--- src/rtl/bp_pkg.sv ---
package bp_pkg;
    typedef enum logic [1:0] {
        PM_NEVER = 2'd0,
        PM_SIGN  = 2'd1,
        PM_HINT  = 2'd2,
        PM_TABLE = 2'd3
    } pmode_e;

    localparam logic [1:0] CTR_WEAK_NT = 2'b01;
    localparam logic [1:0] CTR_MAX     = 2'b11;
    localparam logic [1:0] CTR_MIN     = 2'b00;
endpackage

--- src/rtl/bp_ctr_next.sv ---
module bp_ctr_next
    import bp_pkg::*;
(
    input  logic [1:0] cur,
    input  logic       taken,
    input  logic       wide,
    output logic [1:0] nxt
);
    always_comb begin
        if (!wide) begin
            // last-outcome entry: both bits hold the outcome
            nxt = {taken, taken};
        end else if (taken) begin
            nxt = (cur == CTR_MAX) ? CTR_MAX : cur + 2'd1;
        end else begin
            nxt = (cur == CTR_MIN) ? CTR_MIN : cur - 2'd1;
        end
    end
endmodule

--- src/rtl/bp_static.sv ---
module bp_static
    import bp_pkg::*;
(
    input  pmode_e mode,
    input  logic   disp_neg,
    input  logic   hint,
    output logic   guess
);
    always_comb begin
        unique case (mode)
            PM_SIGN: guess = disp_neg;
            PM_HINT: guess = hint;
            default: guess = 1'b0;
        endcase
    end
endmodule

--- src/rtl/bp_hist_table.sv ---
module bp_hist_table
    import bp_pkg::*;
#(
    parameter int IDX_W = 4
) (
    input  logic             clk,
    input  logic             rst_n,
    input  logic             two_bit,
    input  logic [IDX_W-1:0] rd_idx,
    output logic             rd_taken,
    input  logic             wr_en,
    input  logic [IDX_W-1:0] wr_idx,
    input  logic             wr_taken
);
    localparam int N = 1 << IDX_W;

    typedef struct packed {
        logic [N-1:0][1:0] ctr;
    } tbl_s;

    tbl_s       st_d, st_q;
    logic [1:0] wr_cur, wr_nxt;

    assign wr_cur = st_q.ctr[wr_idx];

    bp_ctr_next u_next (
        .cur  (wr_cur),
        .taken(wr_taken),
        .wide (two_bit),
        .nxt  (wr_nxt)
    );

    always_comb begin
        st_d = st_q;
        if (wr_en) begin
            st_d.ctr[wr_idx] = wr_nxt;
        end
    end

    always_ff @(posedge clk) begin
        if (!rst_n) begin
            st_q <= tbl_s'({N{CTR_WEAK_NT}});
        end else begin
            st_q <= st_d;
        end
    end

    // read returns the registered value, never the pending write
    assign rd_taken = st_q.ctr[rd_idx][1];


    ctr_sat_hi_chk: assert property (@(posedge clk) disable iff (!rst_n)
        (wr_en && two_bit && wr_taken && st_q.ctr[wr_idx] == CTR_MAX)
        |=> st_q.ctr[$past(wr_idx)] == CTR_MAX);


    ctr_sat_lo_chk: assert property (@(posedge clk) disable iff (!rst_n)
        (wr_en && two_bit && !wr_taken && st_q.ctr[wr_idx] == CTR_MIN)
        |=> st_q.ctr[$past(wr_idx)] == CTR_MIN);


    one_bit_last_chk: assert property (@(posedge clk) disable iff (!rst_n)
        (wr_en && !two_bit)
        |=> st_q.ctr[$past(wr_idx)][1] == $past(wr_taken));
endmodule

--- src/rtl/bp_predictor.sv ---
module bp_predictor
    import bp_pkg::*;
#(
    parameter int PC_W   = 32,
    parameter int IDX_W  = 4,
    parameter int PC_LSB = 2
) (
    input  logic            clk,
    input  logic            rst_n,
    input  logic [1:0]      mode,
    input  logic            two_bit,
    input  logic            fe_valid,
    input  logic [PC_W-1:0] fe_pc,
    input  logic            fe_disp_neg,
    input  logic            fe_hint,
    input  logic            upd_valid,
    input  logic [PC_W-1:0] upd_pc,
    input  logic            upd_taken,
    output logic            pred_taken
);
    pmode_e           mode_e;
    logic [IDX_W-1:0] rd_idx, wr_idx;
    logic             tbl_guess, stat_guess;

    assign mode_e = pmode_e'(mode);
    assign rd_idx = fe_pc[PC_LSB +: IDX_W];
    assign wr_idx = upd_pc[PC_LSB +: IDX_W];

    bp_static u_static (
        .mode    (mode_e),
        .disp_neg(fe_disp_neg),
        .hint    (fe_hint),
        .guess   (stat_guess)
    );

    bp_hist_table #(.IDX_W(IDX_W)) u_table (
        .clk     (clk),
        .rst_n   (rst_n),
        .two_bit (two_bit),
        .rd_idx  (rd_idx),
        .rd_taken(tbl_guess),
        .wr_en   (upd_valid),
        .wr_idx  (wr_idx),
        .wr_taken(upd_taken)
    );

    always_comb begin
        if (!fe_valid) begin
            pred_taken = 1'b0;
        end else if (mode_e == PM_TABLE) begin
            pred_taken = tbl_guess;
        end else begin
            pred_taken = stat_guess;
        end
    end


    idle_quiet_chk: assert property (@(posedge clk) disable iff (!rst_n)
        !fe_valid |-> !pred_taken);


    never_mode_chk: assert property (@(posedge clk) disable iff (!rst_n)
        (mode == 2'd0) |-> !pred_taken);


    sign_mode_chk: assert property (@(posedge clk) disable iff (!rst_n)
        (fe_valid && mode == 2'd1) |-> pred_taken == fe_disp_neg);


    hint_mode_chk: assert property (@(posedge clk) disable iff (!rst_n)
        (fe_valid && mode == 2'd2) |-> pred_taken == fe_hint);
endmodule

--- config.mk ---
export PLATFORM = sky130hd
export DESIGN_NAME = bp_predictor
export DESIGN_NICKNAME = d
export VERILOG_FILES = /design/src/rtl/bp_pkg.sv /design/src/rtl/bp_ctr_next.sv /design/src/rtl/bp_static.sv /design/src/rtl/bp_hist_table.sv /design/src/rtl/bp_predictor.sv
export SDC_FILE = /design/constraint.sdc
export NUM_CORES = 1
export LEC_CHECK = 0
export BUFFER_PORTS_ARGS = -buffer_cell sky130_fd_sc_hd__buf_2
export CAP_MARGIN = 5
export CORE_MARGIN = 1.5
export CORE_UTILIZATION = 53
export CTS_CLUSTER_DIAMETER = 30
export CTS_CLUSTER_SIZE = 14
export DETAILED_ROUTE_END_ITERATION = 8
export PLACE_DENSITY = 0.87
export SLEW_MARGIN = 20
export SYNTH_ARGS = -nofsm -noshare
export SYNTH_HDL_FRONTEND = slang
export SYNTH_SLANG_ARGS = --single-unit
--- constraint.sdc ---
create_clock -name clk -period 3.65 [get_ports clk]
set_input_delay 0.365 -clock clk [delete_from_list [all_inputs] [get_ports clk]]
set_output_delay 0.365 -clock clk [all_outputs]
set_load 0.05 [all_outputs]
## Word-level counts from Yosys, hierarchy flattened

Cells that the tools add are included.
Widths: inputs -> output; s select.

| cells by class | value |
|---|---|
| bitwise logic cells | 0 |
| divide/modulo/power cells | 0 |
| $mul | 0 |
| magnitude comparators | 3 |
| muxes and demuxes | 14 |
| add/sub/neg operators | 2 |
| shift-type cells | 0 |
| reduce and logical (&&, ||, !) cells | 2 |
| equal/unequal tests | 4 |

Operators with widths:

| cell | count |
|---|---|
| $bwmux 32 | 1 |
| $bmux 2 s4 | 2 |
| $mux 2 | 7 |
| $lt 4x5->1 const B | 2 |
| $demux 2 s4 | 1 |
| $eq 2x2->1 const B | 3 |
| $ge 4x1->1 const B | 1 |
| $add 2x1->2 const B | 1 |
| $eq 2x1->1 const B | 1 |
| $logic_not 2->1 | 1 |
| $mux 1 | 2 |
| $pmux 1 s2 | 1 |
| $sub 2x1->2 const B | 1 |
| $logic_and 1x1->1 | 1 |

| word-level totals | value |
|---|---|
| latch bits | 0 |
| bits in read-only memories | 0 |
| register bits after elaboration | 32 |
| memories kept | 0 |
| output and inout bits | 1 |
| word-level logic and storage cells | 41 |
| bits in writable memories | 0 |
| input port bits | 74 |

## Longest topological paths before layout

Gate-level depths: netlist of the first run.

| depth | value |
|---|---|
| depth in word-level cells | 7 |
| depth in mapped cells | 7 |
| depth with buffers taken out | 6 |

## By module

A second synthesis of the first run with hierarchy kept.

| second synthesis, totals | value |
|---|---|
| cell total of the unflattened synthesis | 200 |
| area, all modules | 1,793.0 µm² |

By module, submodules not included:

| module | area each (µm²) | instances | cells each |
|---|---|---|---|
| bp_hist_table | 1,694.1 | 1 | 183 |
| bp_static | 43.8 | 1 | 6 |
| bp_ctr_next | 33.8 | 1 | 7 |
| bp_predictor | 21.3 | 1 | 4 |

## Worst setup path before layout of the first run

OpenSTA, ideal clock, no wires.

| timing | value |
|---|---|
| path type | in2out |
| from | in fe_pc[2] |
| to | out pred_taken |
| arrival time | 1,643 ps |
| cell stages on the path | 4 |
| path buffers | 0 |
| slack | 1,642 ps |
| cell sequence | mux4_2 -> mux4_2 -> a21oi_1 -> nor2b_1 |

| between the ends | value |
|---|---|
| longest elaborated chain between the ends | 4 |

RTL lines:

| what | RTL line | text |
|---|---|---|
| from (decl) | bp_predictor.sv:13 | `input logic [PC_W-1:0] fe_pc,` |
| $bmux 2 s4 | bp_hist_table.sv:49 | `assign rd_taken = st_q.ctr[rd_idx][1];` |
| $mux 2 (implied by the code) | bp_hist_table.sv:49 |  |
| $mux 1 | bp_predictor.sv:50 | `end else if (mode_e == PM_TABLE) begin` |
| $mux 1 | bp_predictor.sv:48 | `if (!fe_valid) begin` |
| to (decl) | bp_predictor.sv:19 | `output logic pred_taken` |

Every way passes these cells. The select of a mux whose other input is x is not followed.

## Final worst setup path of the first run

| timing | value |
|---|---|
| from | reg u_table.st_q[27] (netlist name) |
| to | out pred_taken |

| between the ends | value |
|---|---|
| longest elaborated chain between the ends | 4 |

RTL lines:

| what | RTL line | text |
|---|---|---|
| from (decl) | bp_hist_table.sv:21 | `tbl_s st_d, st_q;` |
| from (signal assigned) | bp_hist_table.sv:42 | `st_q <= tbl_s'({N{CTR_WEAK_NT}});` |
| from (signal assigned) | bp_hist_table.sv:44 | `st_q <= st_d;` |
| $bmux 2 s4 | bp_hist_table.sv:49 |  |
| $mux 2 (implied by the code) | bp_hist_table.sv:49 |  |
| $mux 1 | bp_predictor.sv:50 |  |
| $mux 1 | bp_predictor.sv:48 |  |

Every way passes these cells. The select of a mux whose other input is x is not followed.

==> reports/results.tsv, run 1 <==
metric	value	unit
CP max-delay cell	mux4_2	
post-DP HPWL	3110	um
CTS tree	done	
CP Data Required Time	3.28	ns
Mean Syn Cell Area	9.52	um2
post-CTS setup buffers	0	
grt met3 use	0.0687	
post-CTS resize count	0	
Register Area	641	um2
most frequent cells in the layout	nand2_1, dfxtp_1, buf_2	
post-route design area	2160	um2
first-pass GRT wire length	7340	um
gr busiest metal	met2	
switching share of power	0.267	
Ports	75	
Fin Clk Skew	0.00650	ns
Largest Register	u_table.st_q	
drt via density	6.15	
Seq/Total Area, Yosys	0.323	
Buffers on Ports	18	
R2R Setup Slk	1.74	ns
Mapped Cells	208	
multiplexer share of the synthesized area	0.199	
share of post-route cells with drive strength above 1	0.203	
YS warnings	0	
Flop pwr share	0.482	
mapped cell area	1980	um2
Root Driver	clkbuf_8	
worst-path fanout max	4	
Die Area	4110	um2
Async SR Flop Fraction	0	
Final #Nets	298	
internal power	0.546	mW
post-route minimum period	2.35	ns
max reg flops	32	
crit start category	flip-flop	
Final Slew Violations	0	
GP Congestion	0.857	
outcome	completed	
leading cell type in the layout, fill and taps excluded	nand2_1	
drt wl/cell	16.4	um
1st-pass router iterations	4	
Synth Area in Adders	0.0190	
initial antenna violation count	0	
CTS Hold Bufs	0	
clock buffer depth	2	
P per Cell Area	346	nW/um2
H-tree depth	2	
top flop regs	u_table.st_q: 32 flops	
Top FF cell, synth	dfxtp_1	
CTS Buf Count	5	
Worst-path clk slew	0.07	ns
Sink Count	32	
Initial Util	0.545	
Synth Net Count	285	
Total Routing Usage GR	0.233	
largest net degree at the start of global routing	33	
# rows	22	
fillcell total	326	
endpoint class of the critical path	primary output	
WS Path Type	flip-flop to primary output	
met2 GRT Util	0.397	
Core Util, Final	0.593	
Worst-Margin Slew	1.03	ns
Net Sw Power	0.199	mW
number of routed nets with antenna violations	0	
RSZ-0062 raised after global routing	no	
clock group share of total power	0.382	
main combinational cell family by area after synthesis	compound AO/OA/AOI/OAI gates	
M1 GR Usage	0.289	
worst skew pair latency	0.29	ns
max_cap viols	0	
starting DRC count in detailed routing	148	
crit path DAT	1.98	ns
most frequent CP cell	mux4_2	
cell chain of the critical path	mux4_2 -> mux4_2 -> a21oi_1 -> nor2b_1 -> buf_2	
Die Wd	64.1	um
Pleak	0.826	nW
setup TNS	0	ns
placed inst area	2070	um2
Setup Viol. Count Final	0	
Slowest Stage Delay on Critical Path	0.48	ns
Max Clk Rate	0.426	GHz
peak supply drop	0.267	mV
Residual DRC	0	
area of the multi-input gates	1260	um2
WP buf/inv	1	
total gr overflow	0	
relative slew slack	0.313	
vias in the first global route	1543	
vias	1661	
# diodes	0	
drt total wl	4430	um
Logic pwr share	0.135	
Die Ht	64.1	um
library cells used by synthesis	43	
worst hold path type	flip-flop to flip-flop	
EDFF count, synth	0	
Compound-Gate Fraction of Synth Area	0.248	
Fin. Hold Viols	0	
Core ar.	3630	um2
Synth Area in Simple Gates	0.168	
flops & latches, synth	32	
Final Cycle Share	0.644	
total power	0.746	mW
post-synthesis xor/xnor area fraction	0	
delay-heaviest family, CP	multiplexers	
synth-to-layout area growth	8.84	%
==> cell usage after synthesis, types with 3 or more instances <==
| master | count | area [um2] |
|---|---|---|
| a21oi_2 | 3 | 26.3 |
| a21oi_1 | 11 | 55.1 |
| nor2_1 | 8 | 30.0 |
| mux4_2 | 7 | 158 |
| ha_1 | 3 | 37.5 |
| o2111ai_1 | 8 | 70.1 |
| nand2_1 | 40 | 150 |
| o211ai_1 | 16 | 120 |
| nor2b_1 | 4 | 25.0 |
| inv_1 | 4 | 15.0 |
| dfxtp_1 | 32 | 641 |
| mux2_2 | 3 | 33.8 |
| mux4_1 | 6 | 158 |
| a21boi_0 | 6 | 45.0 |
| nand2b_1 | 4 | 25.0 |
| clkbuf_1 | 6 | 22.5 |
| o21ai_0 | 9 | 45.0 |
| nand3_1 | 5 | 25.0 |
==> routing by layer <==
layer / vias to the layer above / part of all wire
met4: 0 / 0.0095
met2: 46 / 0.50
met3: 6 / 0.060
met1: 791 / 0.43
li1: 818 / -
met5: - / 0
==> final cells by class <==
cell class	count	share of cell area
Multi-Input combinational cell	159	0.583
Sequential cell	32	0.297
Clock buffer	8	0.0418
Timing Repair Buffer	18	0.0418
Tap cell	48	0.0279
Inverter	5	0.00871
==> cells by family after synthesis <==
group	Yosys count
adders and majority gates	3
DFF	32
buffers and inverters	17
AOI/OAI and AO/OA	66
and+or+nand+nor	72
muxes	18
==> through the flow <==
stage,worst slack [ns],hold slack [ns],instances
2_1_floorplan,1.64,0.441,208
3_3_place_gp,1.33,0.458,262
3_5_place_dp,1.29,0.467,262
4_1_cts,1.31,0.480,270
5_1_grt,1.21,0.497,270
6_report,1.30,0.478,270
==> tightest hold or removal path, stage by stage, from the launching register on <==
cell,delay [ns]
dfxtp_1,0.32
nand2_1,0.05
o211ai_1,0.07
==> power by group through the flow <==
stage	clock network [mW]	logic (mW)	registers, mW
after floorplan	0	0.0739	0.366
after global placement	0	0.0967	0.367
after detailed placement	0	0.0997	0.367
after CTS	0.289	0.100	0.360
after global routing	0.308	0.110	0.360
final	0.285	0.101	0.360
==> worst paths after layout <==
path	from	endpoint	cells after the start
setup / recovery	u_table.st_q[27]	pred_taken	5
hold / removal	u_table.st_q[6]	u_table.st_q[6]	2
setup reg to reg	u_table.st_q[3]	u_table.st_q[2]	5
hold reg to reg	u_table.st_q[6]	u_table.st_q[6]	2
No activity file was read; power rests on OpenSTA's default activity.
==> run 2: changes to the inputs <==
--- a/config.mk
+++ b/config.mk
@@ -8,11 +8,11 @@
 export BUFFER_PORTS_ARGS = -buffer_cell sky130_fd_sc_hd__buf_2
 export CAP_MARGIN = 5
 export CORE_MARGIN = 1.5
-export CORE_UTILIZATION = 53
+export CORE_UTILIZATION = 44
 export CTS_CLUSTER_DIAMETER = 30
 export CTS_CLUSTER_SIZE = 14
 export DETAILED_ROUTE_END_ITERATION = 8
-export PLACE_DENSITY = 0.87
+export PLACE_DENSITY = 0.78
 export SLEW_MARGIN = 20
 export SYNTH_ARGS = -nofsm -noshare
 export SYNTH_HDL_FRONTEND = slang
==> constraint.sdc (replaced) <==
create_clock -name clk -period 2.1 [get_ports clk]
set_input_delay 0.21 -clock clk [delete_from_list [all_inputs] [get_ports clk]]
set_output_delay 0.21 -clock clk [all_outputs]
set_load 0.05 [all_outputs]
==> run 2 against run 1 <==
Net effect:
- the run now ends with negative setup slack left
- power rose by 96%
- critical path depth is the same
- sequential power grew 74%
- sequential share of layout area decreased by 1.2 points
- die area increased by 19%
- combinational power is 83% higher
- routed wire length is 2.2% higher
- setup slack worse by 1.3 ns
- via count is 3.8% higher
- non-clock buffer count grew 7
- clock power up 130%
- first-iteration DRC count up 70%
- critical path type unchanged
- largest power group is now the clock network
==> reports/results.tsv, run 2 (synthesis results as in run 1) <==
metric	value	unit
outcome	finished, violations left	
violated checks	negative setup slack	
crit start category	flip-flop	
top flop regs	u_table.st_q: 32 flops	
Initial Util	0.455	
Core ar.	4350	um2
Fin Clk Skew	0.00346	ns
placed inst area	2110	um2
max_cap viols	0	
Max Clk Rate	0.470	GHz
Total Routing Usage GR	0.194	
Final Slew Violations	0	
max reg flops	32	
largest net degree at the start of global routing	33	
placed cell count	271	
Die Ht	70.1	um
# diodes	0	
crit path DAT	1.92	ns
CTS Hold Bufs	0	
Ports	75	
Largest Register	u_table.st_q	
Reg2Reg Launch Point	u_table.st_q[27]	
share of post-route cells with drive strength above 1	0.253	
Worst Setup SP	u_table.st_q[31]	
Sink Count	32	
drt wl/cell	16.1	um
drt total wl	4530	um
Setup WS post-layout	-0.0289	ns
RSZ-0062 raised after global routing	yes	
CTS Buf Count	5	
Buffers on Ports	18	
drt via density	6.14	
worst hold path type	input port to flip-flop	
WS Path Type	flip-flop to primary output	
Setup Viol. Count Final	1	
clock buffer depth	2	
total power	1.46	mW
post-route minimum period	2.13	ns
vias	1724	
Non-Filler Instances	281	
peak supply drop	0.349	mV
Pleak	0.885	nW
Final Cycle Share	1.01	
initial antenna violation count	0	
Worst-path clk slew	0.07	ns
endpoint class of the critical path	primary output	
H-tree depth	2	
leading cell type in the layout, fill and taps excluded	nand2_1	
Residual DRC	0	
Root Driver	clkbuf_8	
1st-pass router iterations	4	
min-delay src	two_bit	
GP Congestion	0.804	
setup TNS	-0.0289	ns
Worst-Margin Slew	0.532	ns
Hold WS	0.343	ns
number of routed nets with antenna violations	0	
R2R Setup Slk	0.14	ns
starting DRC count in detailed routing	252	
worst skew pair latency	0.29	ns
total gr overflow	0	
CP Data Required Time	1.89	ns
worst-path fanout max	2	
most frequent cells in the layout	nand2_1, dfxtp_1, buf_2	
post-route design area	2260	um2
relative slew slack	0.645	
first-pass GRT wire length	7530	um
synth-to-layout area growth	14.3	%
# rows	24	
Setup WS pre-CTS	0.0203	ns
post-DP HPWL	3170	um
CTS tree	done	
Final #Nets	305	
P per Cell Area	647	nW/um2
vias in the first global route	1594	
Fin. Hold Viols	0	
Die Area	4910	um2
Die Wd	70.1	um
Core Util, Final	0.520	
==> run 2: cell count changes in the layout (fill, tap and decap cells not counted), sizes merged <==
cell,before,now
buf,18,25
bufinv,0,1
clkbuf,8,7
==> run 2: final timing paths <==
kind / endpoint / cells after the start
max reg2reg: u_table.st_q[28] / 6
min: u_table.st_q[26] / 3
max: pred_taken / 5
min reg2reg: u_table.st_q[1] / 2
==> run 2: final cells by class <==
| class | instances | area [um2] |
|---|---|---|
| sequential | 32 | 644 |
| multi-input combinational | 159 | 1260 |
| tap | 52 | 65.1 |
| inverter | 5 | 18.8 |
| timing repair buffer | 25 | 149 |
| clock buffer | 7 | 96.3 |
| clock inverter | 1 | 30.0 |
| fill | 394 | 2090 |
==> run 2: report_power, final <==
part           leakage (nW)  switching (mW)  total (mW)  internal, mW
logic                 0.559           0.114       0.185        0.0707
clock network        0.0645           0.236       0.654         0.418
registers             0.261         0.00675       0.625         0.618
total                 0.885           0.357        1.46          1.11
==> run 2: repair_timing <==
| item | CTS | global route |
|---|---|---|
| gates resized for setup | 6 | 0 |
| endpoints found under the setup margin | 1 | 2 |
| pin swaps | 1 | 1 |
| setup buffers | 2 | 0 |
| endpoints found under the hold margin | 0 | 0 |
==> run 2: critical path: stages (launching register included) <==
cell,delay [ns]
dfxtp_2,0.32
mux4_2,0.49
mux4_2,0.49
a21oi_2,0.12
nor2b_1,0.06
buf_6,0.15
==> run 2: metal layers <==
layer	track usage	routed length (um)	vias to the layer above
met5	0	0	-
met2	0.296	2150	65
met4	0.0769	104	0
li1	-	-	830
met3	0.0548	272	12
met1	0.259	2000	817
==> run 3: changes to the inputs <==
--- a/config.mk
+++ b/config.mk
@@ -6,13 +6,14 @@
 export NUM_CORES = 1
 export LEC_CHECK = 0
 export BUFFER_PORTS_ARGS = -buffer_cell sky130_fd_sc_hd__buf_2
-export CAP_MARGIN = 5
+export CAP_MARGIN = 15
 export CORE_MARGIN = 1.5
 export CORE_UTILIZATION = 44
 export CTS_CLUSTER_DIAMETER = 30
 export CTS_CLUSTER_SIZE = 14
 export DETAILED_ROUTE_END_ITERATION = 8
 export PLACE_DENSITY = 0.78
+export RECOVER_POWER = 25
 export SLEW_MARGIN = 20
 export SYNTH_ARGS = -nofsm -noshare
 export SYNTH_HDL_FRONTEND = slang
==> run 3 against run 2 <==
Net effect:
- the run still ends with negative setup slack left
- global-route usage is the same
- power is essentially flat
- non-clock buffer count stayed put
- sequential power about the same
- critical path depth is the same
- largest power group unchanged
==> reports/results.tsv, run 3 (synthesis results as in run 1) <==
metric	value	unit
Die Ht	70.1	um
most frequent cells in the layout	nand2_1, dfxtp_1, buf_2	
drt wl/cell	16.1	um
Fin Clk Skew	0.00346	ns
# diodes	0	
crit start category	flip-flop	
Final #Nets	305	
worst-path fanout max	2	
Ports	75	
WP buf/inv	1	
WS Path Type	flip-flop to primary output	
CTS tree	done	
Reg2Reg Launch Point	u_table.st_q[27]	
share of post-route cells with drive strength above 1	0.249	
Flop pwr share	0.427	
Setup WS pre-CTS	0.0203	ns
Worst-Margin Slew	0.532	ns
Total Routing Usage GR	0.194	
largest net degree at the start of global routing	33	
CP max-delay cell	mux4_2	
Die Area	4910	um2
number of routed nets with antenna violations	0	
delay-heaviest family, CP	multiplexers	
Net Sw Power	0.357	mW
Largest Register	u_table.st_q	
top flop regs	u_table.st_q: 32 flops	
Core Util, Final	0.520	
starting DRC count in detailed routing	251	
RSZ-0062 raised after global routing	yes	
1st-pass router iterations	4	
Core ar.	4350	um2
P per Cell Area	647	nW/um2
crit path DAT	1.92	ns
max reg flops	32	
first-pass GRT wire length	7530	um
drt total wl	4530	um
min-delay src	two_bit	
switching share of power	0.244	
post-route minimum period	2.13	ns
Max Clk Rate	0.470	GHz
Fin. Hold Viols	0	
Logic pwr share	0.126	
Buffers on Ports	18	
Pleak	0.884	nW
post-route design area	2260	um2
Worst-path clk slew	0.07	ns
internal power	1.11	mW
Setup Viol. Count Final	1	
outcome	finished, violations left	
cell chain of the critical path	mux4_2 -> mux4_2 -> a21oi_2 -> nor2b_1 -> buf_6	
# rows	24	
Slowest Stage Delay on Critical Path	0.49	ns
Root Driver	clkbuf_8	
total power	1.46	mW
max_cap viols	0	
placed inst area	2110	um2
initial antenna violation count	0	
total gr overflow	0	
post-DP HPWL	3170	um
clock group share of total power	0.447	
Worst Setup SP	u_table.st_q[31]	
worst hold path type	input port to flip-flop	
drt via density	6.14	
Sink Count	32	
H-tree depth	2	
vias	1725	
placed cell count	271	
Non-Filler Instances	281	
Initial Util	0.455	
worst skew pair latency	0.29	ns
leading cell type in the layout, fill and taps excluded	nand2_1	
vias in the first global route	1594	
most frequent CP cell	mux4_2	
Setup WS post-layout	-0.0289	ns
peak supply drop	0.349	mV
synth-to-layout area growth	14.2	%
GP Congestion	0.804	
endpoint class of the critical path	primary output	
relative slew slack	0.645	
violated checks	negative setup slack	
clock buffer depth	2	
Final Slew Violations	0	
Residual DRC	0	
fillcell total	395	
CTS Buf Count	5	
CP Data Required Time	1.89	ns
CTS Hold Bufs	0	
Die Wd	70.1	um
Final Cycle Share	1.01	
==> run 3: cell counts in the layout (fill, tap and decap cells not counted) <==
Identical to the previous run, type by type.
==> run 3: layout make-up <==
cell class                 count  area [um2]  area share
timing repair buffer          25         149      0.0658
sequential                    32         643       0.284
tap                           52        65.1      0.0288
inverter                       5        18.8     0.00830
multi-input combinational    159        1260       0.557
clock inverter                 1        30.0      0.0133
clock buffer                   7        96.3      0.0426
==> run 3: per-stage QoR <==
step	TNS, ns	hold slack (ns)
floorplan	0	0.363
global placement	0	0.458
detailed placement	0	0.461
CTS	-0.0233	0.338
global route	-0.0569	0.379
finish	-0.0289	0.343
==> run 3: worst paths after layout <==
check / to / slack (ns) / depth (start not counted)
worst max-delay path: pred_taken / -0.03 / 5
worst min register to register: u_table.st_q[4] / 0.48 / 2
worst min-delay path: u_table.st_q[26] / 0.34 / 3
worst max register to register: u_table.st_q[28] / 0.13 / 6
==> run 3: power by group through the flow <==
stage	Sequential (mW)	Clock, mW	Combinational (mW)
after floorplan	0.636	0	0.128
after global placement	0.638	0	0.175
after detailed placement	0.639	0	0.179
after CTS	0.625	0.670	0.183
after global routing	0.626	0.697	0.201
final	0.625	0.654	0.185
==> run 3: timing repair <==
action                                  4_1_cts  5_1_grt
resized for setup                             6        0
pin swaps                                     1        1
endpoints found under the setup margin        1        2
buffers inserted                              2        0
cloned                                        0        0
==> run 3: worst reg2reg max path: cells and delay by family, from the launching register on <==
family                 cells  cell delay (ns)
buffers and inverters      1             0.14
DFF                        1             0.32
AOI/OAI and AO/OA          3             0.58
muxes                      2             0.78
==> run 3: per-layer routing <==
metal | share of wire | wire, um | vias to the layer above | global-route usage
met4 | 0.023 | 104 | 0 | 0.0769
met5 | 0 | 0 | - | 0
met2 | 0.47 | 2150 | 65 | 0.296
met1 | 0.44 | 2000 | 817 | 0.259
met3 | 0.060 | 272 | 12 | 0.0548
li1 | - | - | 831 | -
